==> config.mk <==
export PLATFORM = sky130hd
export DESIGN_NAME = etd_translator
export DESIGN_NICKNAME = d
export VERILOG_FILES = /design/src/rtl/etd_pkg.sv /design/src/rtl/etd_entry_unpack.sv /design/src/rtl/etd_limit_chk.sv /design/src/rtl/etd_seq.sv /design/src/rtl/etd_translator.sv
export SDC_FILE = /design/constraint.sdc
export NUM_CORES = 1
export LEC_CHECK = 0
export BUFFER_PORTS_ARGS = -buffer_cell sky130_fd_sc_hd__buf_2
export CORE_MARGIN = 3
export CORE_UTILIZATION = 45
export CTS_BUF_LIST = sky130_fd_sc_hd__clkbuf_8
export DETAILED_ROUTE_END_ITERATION = 7
export PLACE_DENSITY = 0.89
export SYNTH_ARGS = -nofsm -noshare
export SYNTH_HDL_FRONTEND = slang
export SYNTH_SLANG_ARGS = --single-unit
==> constraint.sdc <==
create_clock -name clk -period 1.52 [get_ports clk]
set_clock_uncertainty 0.15 [all_clocks]
set_input_delay 0.304 -clock clk [delete_from_list [all_inputs] [get_ports clk]]
set_output_delay 0.304 -clock clk [all_outputs]
set_load 0.005 [all_outputs]
==> src/rtl/etd_pkg.sv <==
`timescale 1ns/1ps
package etd_pkg;

    typedef enum logic [1:0] {
        OP_RAISE = 2'd0,
        OP_CLEAR = 2'd1,
        OP_DISC  = 2'd2,
        OP_RSVD  = 2'd3
    } etd_op_e;

    typedef enum logic [1:0] {
        LK_DEV  = 2'd0,
        LK_XLT  = 2'd1,
        LK_COL  = 2'd2,
        LK_WIPE = 2'd3
    } etd_lk_e;

    typedef enum logic [2:0] {
        S_IDLE   = 3'd0,
        S_DEV_RD = 3'd1,
        S_XLT_RD = 3'd2,
        S_COL_RD = 3'd3,
        S_NOTIFY = 3'd4,
        S_WIPE   = 3'd5,
        S_FINISH = 3'd6
    } etd_state_e;

    localparam int unsigned VALID_BIT = 0;
    localparam int unsigned FIELD_LO  = 1;
    localparam int unsigned SIZE_W    = 5;
    localparam int unsigned INTID_LO  = 9;

endpackage

==> src/rtl/etd_entry_unpack.sv <==
`timescale 1ns/1ps
module etd_entry_unpack
    import etd_pkg::*;
#(
    parameter int unsigned ENTRY_W = 32,
    parameter int unsigned COLL_W  = 6,
    parameter int unsigned PROC_W  = 4,
    parameter int unsigned INTID_W = 16
) (
    input  logic [ENTRY_W-1:0] word,
    output logic               ent_valid,
    output logic [SIZE_W-1:0]  ent_size,
    output logic [COLL_W-1:0]  ent_coll,
    output logic [PROC_W-1:0]  ent_proc,
    output logic [INTID_W-1:0] ent_intid
);

    localparam int unsigned SIZE_HI  = FIELD_LO + SIZE_W - 1;
    localparam int unsigned COLL_HI  = FIELD_LO + COLL_W - 1;
    localparam int unsigned PROC_HI  = FIELD_LO + PROC_W - 1;
    localparam int unsigned INTID_HI = INTID_LO + INTID_W - 1;

    logic unused_word;

    // Entry word layouts shared by the three tables:
    // device:      [0] valid, [5:1] size
    // translation: [0] valid, [COLL_W:1] collection, [INTID_HI:9] interrupt
    // collection:  [0] valid, [PROC_W:1] processor
    assign ent_valid   = word[VALID_BIT];
    assign ent_size    = word[SIZE_HI:FIELD_LO];
    assign ent_coll    = word[COLL_HI:FIELD_LO];
    assign ent_proc    = word[PROC_HI:FIELD_LO];
    assign ent_intid   = word[INTID_HI:INTID_LO];
    assign unused_word = ^word;

endmodule

==> src/rtl/etd_limit_chk.sv <==
`timescale 1ns/1ps
module etd_limit_chk
    import etd_pkg::*;
#(
    parameter int unsigned DEV_W        = 8,
    parameter int unsigned EVT_W        = 8,
    parameter int unsigned COLL_W       = 6,
    parameter int unsigned PROC_W       = 4,
    parameter int unsigned DEV_ENTRIES  = 200,
    parameter int unsigned COLL_ENTRIES = 48,
    parameter int unsigned NUM_PROC     = 12
) (
    input  logic [DEV_W-1:0]  dev_id,
    input  logic [EVT_W-1:0]  evt_id,
    input  logic [SIZE_W-1:0] size,
    input  logic [COLL_W-1:0] coll,
    input  logic [PROC_W-1:0] proc,
    output logic              dev_ok,
    output logic              evt_ok,
    output logic              coll_ok,
    output logic              proc_ok
);

    localparam int unsigned SP_W = SIZE_W + 1;

    logic [SP_W-1:0]  size_p1;
    logic [EVT_W-1:0] over;

    assign size_p1 = SP_W'(size) + SP_W'(1);

    // An event is legal when no bit at or above size+1 is set.
    for (genvar gi = 0; gi < EVT_W; gi++) begin : g_evt_bit
        localparam logic [SP_W-1:0] POS = SP_W'(gi);
        assign over[gi] = evt_id[gi] && (POS >= size_p1);
    end

    assign evt_ok  = ~|over;
    assign dev_ok  = 32'(dev_id) < DEV_ENTRIES;
    assign coll_ok = 32'(coll) < COLL_ENTRIES;
    assign proc_ok = 32'(proc) < NUM_PROC;

endmodule

==> src/rtl/etd_seq.sv <==
`timescale 1ns/1ps
module etd_seq
    import etd_pkg::*;
#(
    parameter int unsigned DEV_W   = 8,
    parameter int unsigned EVT_W   = 8,
    parameter int unsigned COLL_W  = 6,
    parameter int unsigned PROC_W  = 4,
    parameter int unsigned INTID_W = 16,
    parameter int unsigned IDX_W   = 8
) (
    input  logic               clk,
    input  logic               rst_n,
    input  logic               cmd_valid,
    input  logic [1:0]         cmd_op,
    input  logic [DEV_W-1:0]   cmd_dev,
    input  logic [EVT_W-1:0]   cmd_evt,
    output logic               cmd_ready,
    output logic               lk_req,
    output logic [1:0]         lk_kind,
    output logic [DEV_W-1:0]   lk_dev,
    output logic [IDX_W-1:0]   lk_idx,
    input  logic               lk_ack,
    input  logic               lk_fault,
    input  logic               rsp_valid,
    input  logic [COLL_W-1:0]  rsp_coll,
    input  logic [PROC_W-1:0]  rsp_proc,
    input  logic [INTID_W-1:0] rsp_intid,
    input  logic               dev_ok,
    input  logic               evt_ok,
    input  logic               coll_ok,
    input  logic               proc_ok,
    output logic [EVT_W-1:0]   held_evt,
    output logic               pend_valid,
    output logic               pend_set,
    output logic [PROC_W-1:0]  pend_proc,
    output logic [INTID_W-1:0] pend_intid,
    output logic               done,
    output logic               done_stall
);

    etd_state_e         state_q, state_d;
    etd_op_e            op_q;
    logic [DEV_W-1:0]   dev_q;
    logic [EVT_W-1:0]   evt_q;
    logic [COLL_W-1:0]  coll_q;
    logic [PROC_W-1:0]  proc_q;
    logic [INTID_W-1:0] intid_q;
    logic               stall_q, stall_d;

    // Next-state logic: each read state leaves on lk_ack; a fault
    // outranks every content check made on the same response.
    always_comb begin
        state_d = state_q;
        stall_d = stall_q;
        unique case (state_q)
            S_IDLE: begin
                if (cmd_valid) begin
                    stall_d = 1'b0;
                    state_d = dev_ok ? S_DEV_RD : S_FINISH;
                end
            end
            S_DEV_RD: begin
                if (lk_ack) begin
                    if (lk_fault) begin
                        stall_d = 1'b1;
                        state_d = S_FINISH;
                    end else if (!rsp_valid || !evt_ok) begin
                        state_d = S_FINISH;
                    end else begin
                        state_d = S_XLT_RD;
                    end
                end
            end
            S_XLT_RD: begin
                if (lk_ack) begin
                    if (lk_fault) begin
                        stall_d = 1'b1;
                        state_d = S_FINISH;
                    end else if (!rsp_valid || !coll_ok) begin
                        state_d = S_FINISH;
                    end else begin
                        state_d = S_COL_RD;
                    end
                end
            end
            S_COL_RD: begin
                if (lk_ack) begin
                    if (lk_fault) begin
                        stall_d = 1'b1;
                        state_d = S_FINISH;
                    end else if (!rsp_valid || !proc_ok) begin
                        state_d = S_FINISH;
                    end else begin
                        state_d = S_NOTIFY;
                    end
                end
            end
            S_NOTIFY: state_d = (op_q == OP_DISC) ? S_WIPE : S_FINISH;
            S_WIPE: begin
                if (lk_ack) begin
                    stall_d = lk_fault;
                    state_d = S_FINISH;
                end
            end
            S_FINISH: state_d = S_IDLE;
            default:  state_d = S_IDLE;
        endcase
    end

    // State and captured fields.
    always_ff @(posedge clk or negedge rst_n) begin
        if (!rst_n) begin
            state_q <= S_IDLE;
            stall_q <= 1'b0;
            op_q    <= OP_RAISE;
            dev_q   <= '0;
            evt_q   <= '0;
            coll_q  <= '0;
            proc_q  <= '0;
            intid_q <= '0;
        end else begin
            state_q <= state_d;
            stall_q <= stall_d;
            if (state_q == S_IDLE && cmd_valid) begin
                op_q  <= etd_op_e'(cmd_op);
                dev_q <= cmd_dev;
                evt_q <= cmd_evt;
            end
            if (state_q == S_XLT_RD && lk_ack) begin
                coll_q  <= rsp_coll;
                intid_q <= rsp_intid;
            end
            if (state_q == S_COL_RD && lk_ack) begin
                proc_q <= rsp_proc;
            end
        end
    end

    // Moore outputs.
    always_comb begin
        cmd_ready  = 1'b0;
        lk_req     = 1'b0;
        lk_kind    = LK_DEV;
        lk_idx     = '0;
        pend_valid = 1'b0;
        done       = 1'b0;
        unique case (state_q)
            S_IDLE:   cmd_ready = 1'b1;
            S_DEV_RD: lk_req = 1'b1;
            S_XLT_RD: begin
                lk_req  = 1'b1;
                lk_kind = LK_XLT;
                lk_idx  = IDX_W'(evt_q);
            end
            S_COL_RD: begin
                lk_req  = 1'b1;
                lk_kind = LK_COL;
                lk_idx  = IDX_W'(coll_q);
            end
            S_NOTIFY: pend_valid = 1'b1;
            S_WIPE: begin
                lk_req  = 1'b1;
                lk_kind = LK_WIPE;
                lk_idx  = IDX_W'(evt_q);
            end
            S_FINISH: done = 1'b1;
            default:  cmd_ready = 1'b0;
        endcase
    end

    assign lk_dev     = dev_q;
    assign held_evt   = evt_q;
    assign pend_set   = (op_q == OP_RAISE);
    assign pend_proc  = proc_q;
    assign pend_intid = intid_q;
    assign done_stall = stall_q;

    p_hold_r10: assert property (@(posedge clk) disable iff (!rst_n)
        lk_req && !lk_ack |=> lk_req && $stable(lk_kind) && $stable(lk_dev) && $stable(lk_idx))
        else $error("lookup request changed before ack");

    p_fault_stall_r9: assert property (@(posedge clk) disable iff (!rst_n)
        lk_req && lk_ack && lk_fault |=> done && done_stall)
        else $error("fault did not end in stall");

    p_pend_single_r7: assert property (@(posedge clk) disable iff (!rst_n)
        pend_valid |=> !pend_valid)
        else $error("pending pulse longer than one cycle");

    p_ready_quiet_r11: assert property (@(posedge clk) disable iff (!rst_n)
        cmd_ready |-> !lk_req && !pend_valid && !done)
        else $error("activity while idle");

    p_wipe_after_pend_r8: assert property (@(posedge clk) disable iff (!rst_n)
        $rose(lk_req && lk_kind == LK_WIPE) |-> $past(pend_valid) && !pend_set)
        else $error("zero-write without preceding clear");

endmodule

==> src/rtl/etd_translator.sv <==
`timescale 1ns/1ps
module etd_translator
    import etd_pkg::*;
#(
    parameter int unsigned DEV_W        = 8,
    parameter int unsigned EVT_W        = 8,
    parameter int unsigned COLL_W       = 6,
    parameter int unsigned PROC_W       = 4,
    parameter int unsigned INTID_W      = 16,
    parameter int unsigned ENTRY_W      = 32,
    parameter int unsigned DEV_ENTRIES  = 200,
    parameter int unsigned COLL_ENTRIES = 48,
    parameter int unsigned NUM_PROC     = 12,
    localparam int unsigned IDX_W       = (EVT_W > COLL_W) ? EVT_W : COLL_W
) (
    input  logic               clk,
    input  logic               rst_n,
    input  logic               cmd_valid,
    output logic               cmd_ready,
    input  logic [1:0]         cmd_op,
    input  logic [DEV_W-1:0]   cmd_dev,
    input  logic [EVT_W-1:0]   cmd_evt,
    output logic               lk_req,
    output logic [1:0]         lk_kind,
    output logic [DEV_W-1:0]   lk_dev,
    output logic [IDX_W-1:0]   lk_idx,
    input  logic               lk_ack,
    input  logic               lk_fault,
    input  logic [ENTRY_W-1:0] lk_rdata,
    output logic               pend_valid,
    output logic               pend_set,
    output logic [PROC_W-1:0]  pend_proc,
    output logic [INTID_W-1:0] pend_intid,
    output logic               done,
    output logic               done_stall
);

    logic               rsp_valid;
    logic [SIZE_W-1:0]  rsp_size;
    logic [COLL_W-1:0]  rsp_coll;
    logic [PROC_W-1:0]  rsp_proc;
    logic [INTID_W-1:0] rsp_intid;
    logic [EVT_W-1:0]   held_evt;
    logic               dev_ok, evt_ok, coll_ok, proc_ok;

    etd_entry_unpack #(
        .ENTRY_W(ENTRY_W), .COLL_W(COLL_W), .PROC_W(PROC_W), .INTID_W(INTID_W)
    ) u_unpack (
        .word(lk_rdata), .ent_valid(rsp_valid), .ent_size(rsp_size),
        .ent_coll(rsp_coll), .ent_proc(rsp_proc), .ent_intid(rsp_intid)
    );

    etd_limit_chk #(
        .DEV_W(DEV_W), .EVT_W(EVT_W), .COLL_W(COLL_W), .PROC_W(PROC_W),
        .DEV_ENTRIES(DEV_ENTRIES), .COLL_ENTRIES(COLL_ENTRIES), .NUM_PROC(NUM_PROC)
    ) u_limits (
        .dev_id(cmd_dev), .evt_id(held_evt), .size(rsp_size),
        .coll(rsp_coll), .proc(rsp_proc),
        .dev_ok(dev_ok), .evt_ok(evt_ok), .coll_ok(coll_ok), .proc_ok(proc_ok)
    );

    etd_seq #(
        .DEV_W(DEV_W), .EVT_W(EVT_W), .COLL_W(COLL_W), .PROC_W(PROC_W),
        .INTID_W(INTID_W), .IDX_W(IDX_W)
    ) u_seq (
        .clk(clk), .rst_n(rst_n),
        .cmd_valid(cmd_valid), .cmd_op(cmd_op), .cmd_dev(cmd_dev),
        .cmd_evt(cmd_evt), .cmd_ready(cmd_ready),
        .lk_req(lk_req), .lk_kind(lk_kind), .lk_dev(lk_dev), .lk_idx(lk_idx),
        .lk_ack(lk_ack), .lk_fault(lk_fault),
        .rsp_valid(rsp_valid), .rsp_coll(rsp_coll), .rsp_proc(rsp_proc),
        .rsp_intid(rsp_intid),
        .dev_ok(dev_ok), .evt_ok(evt_ok), .coll_ok(coll_ok), .proc_ok(proc_ok),
        .held_evt(held_evt),
        .pend_valid(pend_valid), .pend_set(pend_set), .pend_proc(pend_proc),
        .pend_intid(pend_intid), .done(done), .done_stall(done_stall)
    );

    p_dev_reject_r1: assert property (@(posedge clk) disable iff (!rst_n)
        cmd_valid && cmd_ready && (32'(cmd_dev) >= DEV_ENTRIES) |=> done && !done_stall)
        else $error("out-of-range device not rejected");

    p_proc_range_r6: assert property (@(posedge clk) disable iff (!rst_n)
        pend_valid |-> 32'(pend_proc) < NUM_PROC)
        else $error("pending update to nonexistent processor");

endmodule

* After elaboration in Yosys (flattened, before gate mapping) *
Cells that the tools add are included.

storage, ports and cells
  bits in registers = 48
  output and inout port bits = 44

operators by class
  reductions and logical operators = 26
  $lt $le $gt $ge = 11
  muxes and demuxes = 25
  equal/unequal tests = 14
  $add $sub $neg = 1

operators by type and width
  operator                                                                            count
  3-bit two-way mux                                                                   11
  3-bit by 6-bit greater-or-equal comparator with 1-bit output, first input constant  4
  3-bit one-hot mux with 6 select lines                                               1
  8-bit one-hot mux with 2 select lines                                               1
  1-bit by 6-bit greater-or-equal comparator with 1-bit output, first input constant  2
  2-bit by 6-bit greater-or-equal comparator with 1-bit output, first input constant  2
  1-bit logical AND                                                                   11
  2-bit inequality test, second input constant                                        5
  5-bit AND reduction                                                                 2
  3-bit == test, second input constant                                                3
  8-bit < comparator, second input constant                                           1
  1-bit two-way mux                                                                   8
  8-bit OR reduction                                                                  1
  5-bit by 1-bit adder with 6-bit output, second input constant                       1
  3-bit by 2-bit == test with 1-bit output, second input constant                     2
  6-bit < comparator, second input constant                                           1
  2-bit one-hot mux with 3 select lines                                               1
  4-bit < comparator, second input constant                                           1
  2-bit two-way mux                                                                   2
  2-bit by 1-bit inequality test with 1-bit output, second input constant             2
  4-bit OR reduction                                                                  1
  3-bit by 1-bit == test with 1-bit output, second input constant                     1
  1-bit logical NOT                                                                   3
  3-bit logical NOT                                                                   1
  7 further kinds                                                                     9

* Longest topological paths before layout *
Gate-level depths: netlist (run 1).

  word-level depth = 9
  gate-level depth with buffers = 6
  gate-level depth less buffers = 6

* Modules after synthesis *
From an unflattened synthesis (run 1), not the netlist that was laid out.

second synthesis, totals
  cells, all modules = 224
  area total of the unflattened synthesis = 2598.7 µm²

modules (own cells, without submodules)
  module            area an instance (µm²)  cells an instance  seq. area each (µm²)  instances
  etd_seq           2184.6                  167                1201.2                1
  etd_entry_unpack  240.2                   32                 0.0                   1
  etd_limit_chk     173.9                   25                 0.0                   1

* Least setup slack after synthesis (run 1) *
No wires, ideal clock.

  kind = input -> register
  start point = input port lk_rdata[1]
  end point = register u_seq.state_q[2]
  path slack = -171 ps
  arrival = 1405 ps
  path buffers = 0
  stages = 5
  cells stage by stage = ha_1 a211o_1 a221o_1 a221oi_1 o22ai_1

between the ends
  word-level cells in the longest chain between the ends = 9
  elaborated cells between the ends (all ways) = 29
  classes of those cells = add/sub: 1; order compare: 9; mux: 7; reduce/logical: 12

RTL lines
  element                                                                                     RTL line              text
  start, declared                                                                             etd_translator.sv:29  input logic [ENTRY_W-1:0] lk_rdata,
  5-bit by 1-bit adder with 6-bit output                                                      etd_limit_chk.sv:29   assign size_p1 = SP_W'(size) + SP_W'(1);
  1-bit by 6-bit greater-or-equal comparator with 1-bit output, or another cell as far along  etd_limit_chk.sv:34   assign over[gi] = evt_id[gi] && (POS >= size_p1);
  1-bit logical AND                                                                           etd_limit_chk.sv:34
  8-bit OR reduction                                                                          etd_limit_chk.sv:37   assign evt_ok = ~|over;
  1-bit logical OR                                                                            etd_seq.sv:68         end else if (!rsp_valid || !evt_ok) begin
  3-bit two-way mux                                                                           etd_seq.sv:68
  3-bit two-way mux                                                                           etd_seq.sv:65         if (lk_fault) begin
  3-bit two-way mux                                                                           etd_seq.sv:64         if (lk_ack) begin
  3-bit one-hot mux with 6 select lines *                                                     etd_seq.sv:56         unique case (state_q)
  end signal, assigned                                                                        etd_seq.sv:123        state_q <= state_d;
  end, declared                                                                               etd_seq.sv:42         etd_state_e state_q, state_d;

Every way passes the cells marked *; elsewhere a longest branch is shown, timed or not. The select of a mux whose other input is x is not followed.
A chain may end at the register's enable or synchronous reset.

* Worst setup path after layout (run 1) *
  start point = register u_seq.state_q[2]
  end point = output port lk_idx[4]

between the ends
  word-level cells in the longest chain between the ends = 3
  elaborated cells between the ends (all ways) = 5
  classes of those cells = eq/ne: 3; mux: 1; reduce/logical: 1

RTL lines
  element                                                                           RTL line              text
  3-bit == test / 3-bit by 2-bit == test with 1-bit output (equally long branches)  etd_seq.sv:148        unique case (state_q)
  2-bit OR reduction (no line)                                                      n/a
  8-bit one-hot mux with 2 select lines *                                           etd_seq.sv:148
  end, declared                                                                     etd_translator.sv:26  output logic [IDX_W-1:0] lk_idx,

Every way passes the cells marked *; elsewhere a longest branch is shown, timed or not.

==> results of run 1 <==
-- state kept, by name (all words and copies together) (netlist names) --
name / flops
u_seq.coll_q: 6
u_seq.done_stall: 1
u_seq.held_evt: 8
u_seq.lk_dev: 8
u_seq.op_q: 2
u_seq.pend_intid: 16
u_seq.pend_proc: 4
u_seq.state_q: 3
-- cells in the final DEF, fill, tap and decap left out, types with 4 or more instances in the layout --
master	instances
buf_4	23
mux2_2	4
buf_12	4
clkbuf_8	6
o21ai_0	4
inv_1	7
nor2_1	5
mux2_4	24
nor2b_1	4
buf_2	89
mux2_1	13
dfrtp_1	46
o21ai_1	7
nand2_1	16
buf_6	12
mux2i_1	7
-- power by group --
group / leakage, nW / internal [mW] / total (mW) / switching (mW)
registers: 0.573 / 1.93 / 2.38 / 0.442
clock network: 0.0516 / 0.373 / 0.826 / 0.454
logic: 1.15 / 2.29 / 3.87 / 1.58
-- layout make-up --
cell class                 instances  share of cell area
tap                               67              0.0236
clock buffer                       6              0.0232
inverter                           8             0.00844
sequential                        48               0.338
multi-input combinational        135               0.361
timing repair buffer             130               0.241
clock inverter                     2             0.00387
-- cells by family after synthesis --
family | after synthesis | share of synthesized area
adders and majority gates | 3 | 0.0159
xor gates and xnor gates | 1 | 0.00371
buffers and inverters | 18 | 0.0408
muxes | 48 | 0.228
AOI/OAI and AO/OA | 35 | 0.0969
and+or+nand+nor | 47 | 0.106
DFF | 48 | 0.508
-- stage by stage --
step	std cells	instance area (µm²)	utilization	setup TNS, ns	setup WS (ns)
floorplan	200	2480	-	-2.67	-0.0911
global placement	372	3170	0.645	-5.87	-0.290
detailed placement	372	3170	0.645	-6.27	-0.318
CTS	397	3570	0.727	-13.85	-0.312
global route	396	3560	0.725	-17.28	-0.386
finish	396	3560	0.725	-13.69	-0.320
-- tightest hold or removal path: stages --
cell and delay [ns]:
buf_2 0.07, nand2_1 0.03, o21ai_0 0.06
-- per-layer routing --
metal | routed length [µm] | vias to the layer above
li1 | - | 965
met5 | 0 | -
met1 | 2700 | 992
met4 | 72 | 0
met3 | 435 | 6
met2 | 3240 | 85
-- worst paths after layout --
check,from,end,slack [ns],cells past startpoint
min in group asynchronous,rst_n,u_seq.lk_dev[1],0.34,3
max in group asynchronous,rst_n,u_seq.state_q[0],0.64,3
setup reg to reg,u_seq.state_q[2],u_seq.lk_dev[7],-0.26,5
hold / removal,cmd_op[0],u_seq.op_q[0],0.05,3
hold reg to reg,u_seq.lk_dev[4],u_seq.lk_dev[4],0.34,1
setup / recovery,u_seq.state_q[2],lk_idx[4],-0.32,4
-- timing repair --
item	4_1_cts	5_1_grt
gates cloned	3	0
hold buffers	1	0
resized for setup	44	10
pin swaps	13	13
setup endpoints to repair	59	62
endpoints found under the hold margin	48	0
buffers inserted	14	3
==> results.txt, run 1 <==
The flow ran to the end, but the final reports show violations. The checks that failed: negative setup slack. Traced cell by cell, the critical path runs through nand2b_4 > buf_4 > o21ai_2 > buf_2.

In the post-synthesis netlist, the biggest area contributors are dfrtp_1, mux2_2, mux2_1, mux2i_1, o21ai_0. Measured along the x axis, the die boundary spans a little under 80 µm. For this block, the routed nets add up to approximately 6400 µm of wire. The count of unique library cells instantiated by Yosys is between 40 and 50. The number of detailed-routing iterations run before antenna repair is 4. By count the netlist is led by dfrtp_1, mux2_2, nand2_1.

The count of nets left with antenna violations once routing finished came out at 0. The via count of the first global-routing pass came to approximately 2.1k. The completed layout was analyzed and its total power is ~7.1 mW. Broken down by cell family, the worst path's largest delay share belongs to flip-flops. between 90 and 100 I/O pins were placed. The cell sitting at the root of the clock tree is a clkbuf_8. The initialized floorplan defines 25 standard-cell rows. The clock latency on the worst-skew pair came out at approximately 0.31 ns. Setup repair after global routing could not meet its margin everywhere. The first-pass GRT wire length is about 10,000 µm. The met3 capacity usage during global routing is 0.0608.

The shortest clock period the worst path allows after layout is approximately 1.8 ns. For this run, the total global-route usage over all layers was measured as 0.221. The area of the die came out at 6160 µm². The power density normalized to cell area is between 1500 and 2000 nW/µm². The pin count of the biggest net entering global routing came out at between 40 and 50. The per-cell via count in the routed design is 5.17. The number of slew-limit violations in the final report came out at 0. The worst setup margin is -0.320 ns.

After global routing, the most crowded layer is met2. The worst-margin pin slew is a little under 0.6 ns. The via count came out at approximately 2.0k. In this run the tightest slew margin relative to its limit is 0.603. The number of nets in the synthesized netlist is around 260. The initial core utilization is 0.481. The area of the mapped netlist came out at about 2400 µm².

STA puts the critical path data arrival time at roughly 1.4 ns. The largest fanout on the critical path came out at 5. At the end of routability-driven placement, the weighted congestion stood at around 0.84.

The mean instance size in the synthesized netlist came out at approximately 12 µm². TritonCTS built the clock tree. Of the post-synthesis cell area, the dominant cell type holds 0.508. The HPWL after detailed placement is between 4000 and 5000 µm. Clock tree synthesis found a total of 48 sinks. The area used by sequential logic in the layout came out at ~1200 µm². Together, buffers and inverters on the worst path number 2. The achievable clock frequency is 0.543 GHz. The analysis attributes to cell leakage a power of around 1.8 nW. Synthesis handed over a netlist of 200 instances. The worst setup path is captured at an output port.

On the final layout, the worst hold slack is roughly 0.050 ns. The antenna cell count is 0. The critical-path cell with the highest stage delay is dfrtp_2.

Dividing the detail-routed wire length by the instance count gives approximately 16 µm. The number of synthesis warnings came out at 0. The placeable core region is a little under 5000 µm².

The area of combinational cells with multiple inputs came out at 1290 µm². The count of state elements after synthesis is between 40 and 50. In the global route stage, met2 resource usage came out at 0.373.

Across the run, the number of max-cap violations was 0. The most used flip-flop cell after synthesis is dfrtp_1. The vertical die dimension is ~78 µm. The critical path in this run is classified as flop to output port.

Summed over all layers, the global routing overflow is 0. The deepest clock path buffer count came out at 2. The number of buffers added by the clock tree synthesis step came out at 5. In this run the worst hold path is classified as primary input to flop.

The remaining routing DRC violations came out at 0. The layout has roughly 350 filler cells. The post-synthesis async set-or-reset flop share came out at 1.00. For this run, global-route usage on met1 was measured as 0.273. The worst vdd rail ir drop came out at 1.17 mV.

The synthesized design spends more area on one cell type than any other, namely dfrtp_1. The fraction of layout instances using a drive strength above 1 is 0.587. The post-synthesis sequential area ratio is 0.508.

The clock slew at the register clock pins of the worst setup and hold paths is 0.09 ns. dfrtp_1 is the most common cell in the netlist. The initial antenna violation count came out at 0.

The fraction of the cycle the final worst path needs is 1.21. The H-tree depth came out at 2. The final setup violation count came out at 62. The worst stage delay on the critical path came out at around 0.47 ns. The number of failing hold endpoints at the final stage came out at 0.

For this run, the post-layout net count is a little under 400. For this block, the initial DRC count from the detailed router was ~110. In this run the tool buffered the top-level ports with 89 buffer cells.

The layout overhead on the synthesized area came out at 50.6%. The number of flops mapped to enable cells by yosys came out at 0. STA classifies the critical path startpoint as a flop. The worst path required time is 1.07 ns.
No activity file was read; power rests on OpenSTA's default activity.
==> run 2, diff against run 1 <==
Settings changed: MAX_ROUTING_LAYER set to met4.
==> results.txt, run 2 (synthesized netlist as in run 1, its figures left out) <==
Run status: finished, violations left (unchanged). Violations in the final reports: negative setup slack (unchanged). The met3 capacity usage during global routing is 0.0493 (was 0.0608).

The most common cell after layout, fill and taps aside is buf_2 (unchanged). The placeable core region came out at 4910 µm² (unchanged). The number of cell rows is 25 (unchanged).

The remaining global-route overflow was 0 (unchanged). The total detailed-routing wirelength is 6460 µm (was 6440 µm). The pin count of the biggest net entering global routing was 49 (unchanged). The global routing usage summed across all routing layers is 0.226 (was 0.221). The CTS sink count came out at 48 (unchanged). The via count of the first global-routing pass came out at 2,101 (was 2,094). The final total negative setup slack came out at -13.89 ns (was -13.69 ns).

The first-pass GRT wire length came out at 10,400 µm (was 10,500 µm). The port buffer count is 89 (unchanged). The met2 track utilization from global routing is 0.373 (unchanged). The worst stage delay on the critical path came to 0.47 ns (about the same). The fraction of the core area covered by cells at the end of the flow came out at 0.725 (unchanged).

The met1 track utilization from global routing came out at 0.279 (was 0.273). The worst-margin pin slew came out at 0.578 ns (was 0.580 ns). The worst path required time was 1.07 ns (about the same). The data arrival time at the worst-slack endpoint was 1.39 ns (about the same).

The worst slack at placement came out at -0.318 ns (unchanged). The count of nets after finishing came out at 386 (unchanged). The clock latency on the worst-skew pair came out at 0.31 ns (about the same). The initial antenna violation count is 0 (unchanged). The number of nets still failing antenna checks after routing was 0 (unchanged). Unrepaired setup endpoints after global routing: true (unchanged). The number of buffers added by the clock tree synthesis step came to 5 (unchanged). The fraction of layout instances using a drive strength above 1 was 0.587 (unchanged).

The number of detailed-routing iterations run before antenna repair came out at 4 (unchanged). The overall die width came to 78.5 µm (unchanged). The category of the most critical setup path is flop to output port (unchanged).

The achievable clock frequency was 0.543 GHz (about the same). The power density normalized to cell area came to 1990 nW/µm² (about the same). The number of placed instances, taps included was 372 (unchanged). The final setup violation count is 62 (unchanged). The initial detailed-routing violation count is 115 (was 108). The clock tree from TritonCTS was built (unchanged).

The weighted congestion at the end of routability-driven global placement is 0.848 (was 0.835). Cells along the critical path: nand2b_4 > buf_4 > o21ai_2 > buf_2 (unchanged). The deepest clock path buffer count is 2 (unchanged). The I/O pin count came out at 99 (unchanged). The flip-flop count of the largest register after layout came to 16 (unchanged). The half-perimeter wire length of the detailed placement result came out at 4250 µm (unchanged). The kind of cell adding the most delay to the critical path is flip-flops (unchanged). The initial core utilization came out at 0.481 (unchanged).

The worst path buffer plus inverter count is 2 (unchanged). The clock tree root buffer cell is clkbuf_8 (unchanged). The path category of the worst min-delay check is primary input to flop (unchanged).

The area of all placed cells without fillers came out at 3560 µm² (unchanged). The largest fanout on the critical path came out at 5 (unchanged). The remaining routing DRC violations came out at 0 (unchanged). The critical-path cell with the highest stage delay is dfrtp_2 (unchanged). The max capacitance violation total came out at 0 (unchanged). The number of slew-limit violations in the final report is 0 (unchanged).

Commonest non-fill, non-tap cells in the layout: buf_2, dfrtp_1, mux2_4 (unchanged). The H-tree depth is 2 (unchanged). The startpoint type of the worst setup path is a flop (unchanged). The max-slew headroom at the worst pin is 0.605 (was 0.603). The fraction of the cycle the final worst path needs is 1.21 (about the same). The routed wirelength normalized by instance count was 16.3 µm (about the same).

The vertical die dimension is 78.5 µm (unchanged). The antenna cell count is 0 (unchanged). The area of the die is 6160 µm² (unchanged). The via count came out at 2,059 (was 2,048). The clock slew at the register clock pins of the worst setup and hold paths was 0.10 ns (was 0.09 ns). The leakage power summed over all cells came out at 1.77 nW (unchanged).

The worst vdd rail ir drop is 1.17 mV (about the same). The layout overhead on the synthesized area was 50.6% (unchanged). The highest-utilization routing layer at the global route stage was met2 (unchanged).

The worst setup margin is -0.321 ns (was -0.320 ns). The per-cell via count in the routed design is 5.20 (was 5.17). The category of the worst setup path capture point is an output port (unchanged). The count of non-filler cells in the finished layout came to 396 (unchanged).

The number of failing hold endpoints at the final stage is 0 (unchanged). The shortest clock period the worst path allows after layout came out at 1.84 ns (about the same). The post-place instance area came out at 3170 µm² (unchanged).
==> run 2: cell counts in the layout (fill, tap and decap cells not counted) <==
Identical to the previous run, type by type.
==> run 2: final timing paths <==
| kind | slack (ns) | from | end | cells past startpoint |
|---|---|---|---|---|
| min reg2reg | 0.34 | u_seq.lk_dev[4] | u_seq.lk_dev[4] | 1 |
| min in group asynchronous | 0.34 | rst_n | u_seq.lk_dev[1] | 3 |
| max in group asynchronous | 0.64 | rst_n | u_seq.state_q[2] | 3 |
| min | 0.05 | cmd_op[0] | u_seq.op_q[0] | 3 |
| max reg2reg | -0.27 | u_seq.state_q[2] | u_seq.lk_dev[7] | 5 |
| max | -0.32 | u_seq.state_q[2] | lk_idx[4] | 4 |
==> run 2: timing repair <==
action / 4_1_cts / 5_1_grt
hold buffers: 1 / 0
hold endpoints to repair: 48 / 0
cloned: 3 / 0
endpoints found under the setup margin: 59 / 62
setup buffers: 14 / 3
resized for setup: 44 / 10
pin swaps: 13 / 13
==> run 2: layer usage <==
| layer | share of wire | vias up |
|---|---|---|
| met2 | 0.51 | 92 |
| met5 | 0 | - |
| met4 | 0.011 | 0 |
| met1 | 0.42 | 991 |
| li1 | - | 969 |
| met3 | 0.062 | 7 |
==> run 2: power breakdown <==
part           total (mW)  switching [mW]  leakage [nW]  internal (mW)
registers            2.38           0.444         0.573           1.93
clock network       0.826           0.453        0.0516          0.373
logic                3.87            1.59          1.15           2.29
==> run 2: per-stage QoR <==
stage                     hold WS, ns  total power, mW
final                          0.0539             7.08
after global routing           0.0534             7.54
after CTS                      0.0496             6.99
after detailed placement        0.160             5.46
after global placement          0.155             5.36
after floorplan                -0.142             4.14
==> run 2: tightest hold or removal path, delay by kind of cell <==
kind / cells / cell delay (ns)
AO/OA/AOI/OAI: 1 / 0.06
buffers and inverters: 1 / 0.07
AND/OR/NAND/NOR: 1 / 0.03
==> run 2: layout make-up <==
cell class	count	area, µm²
Tap cell	67	83.8
Timing Repair Buffer	130	858
Fill cell	348	1350
Sequential cell	48	1200
Clock inverter	2	13.8
Inverter	8	30.0
Clock buffer	6	82.6
Multi-Input combinational cell	135	1290
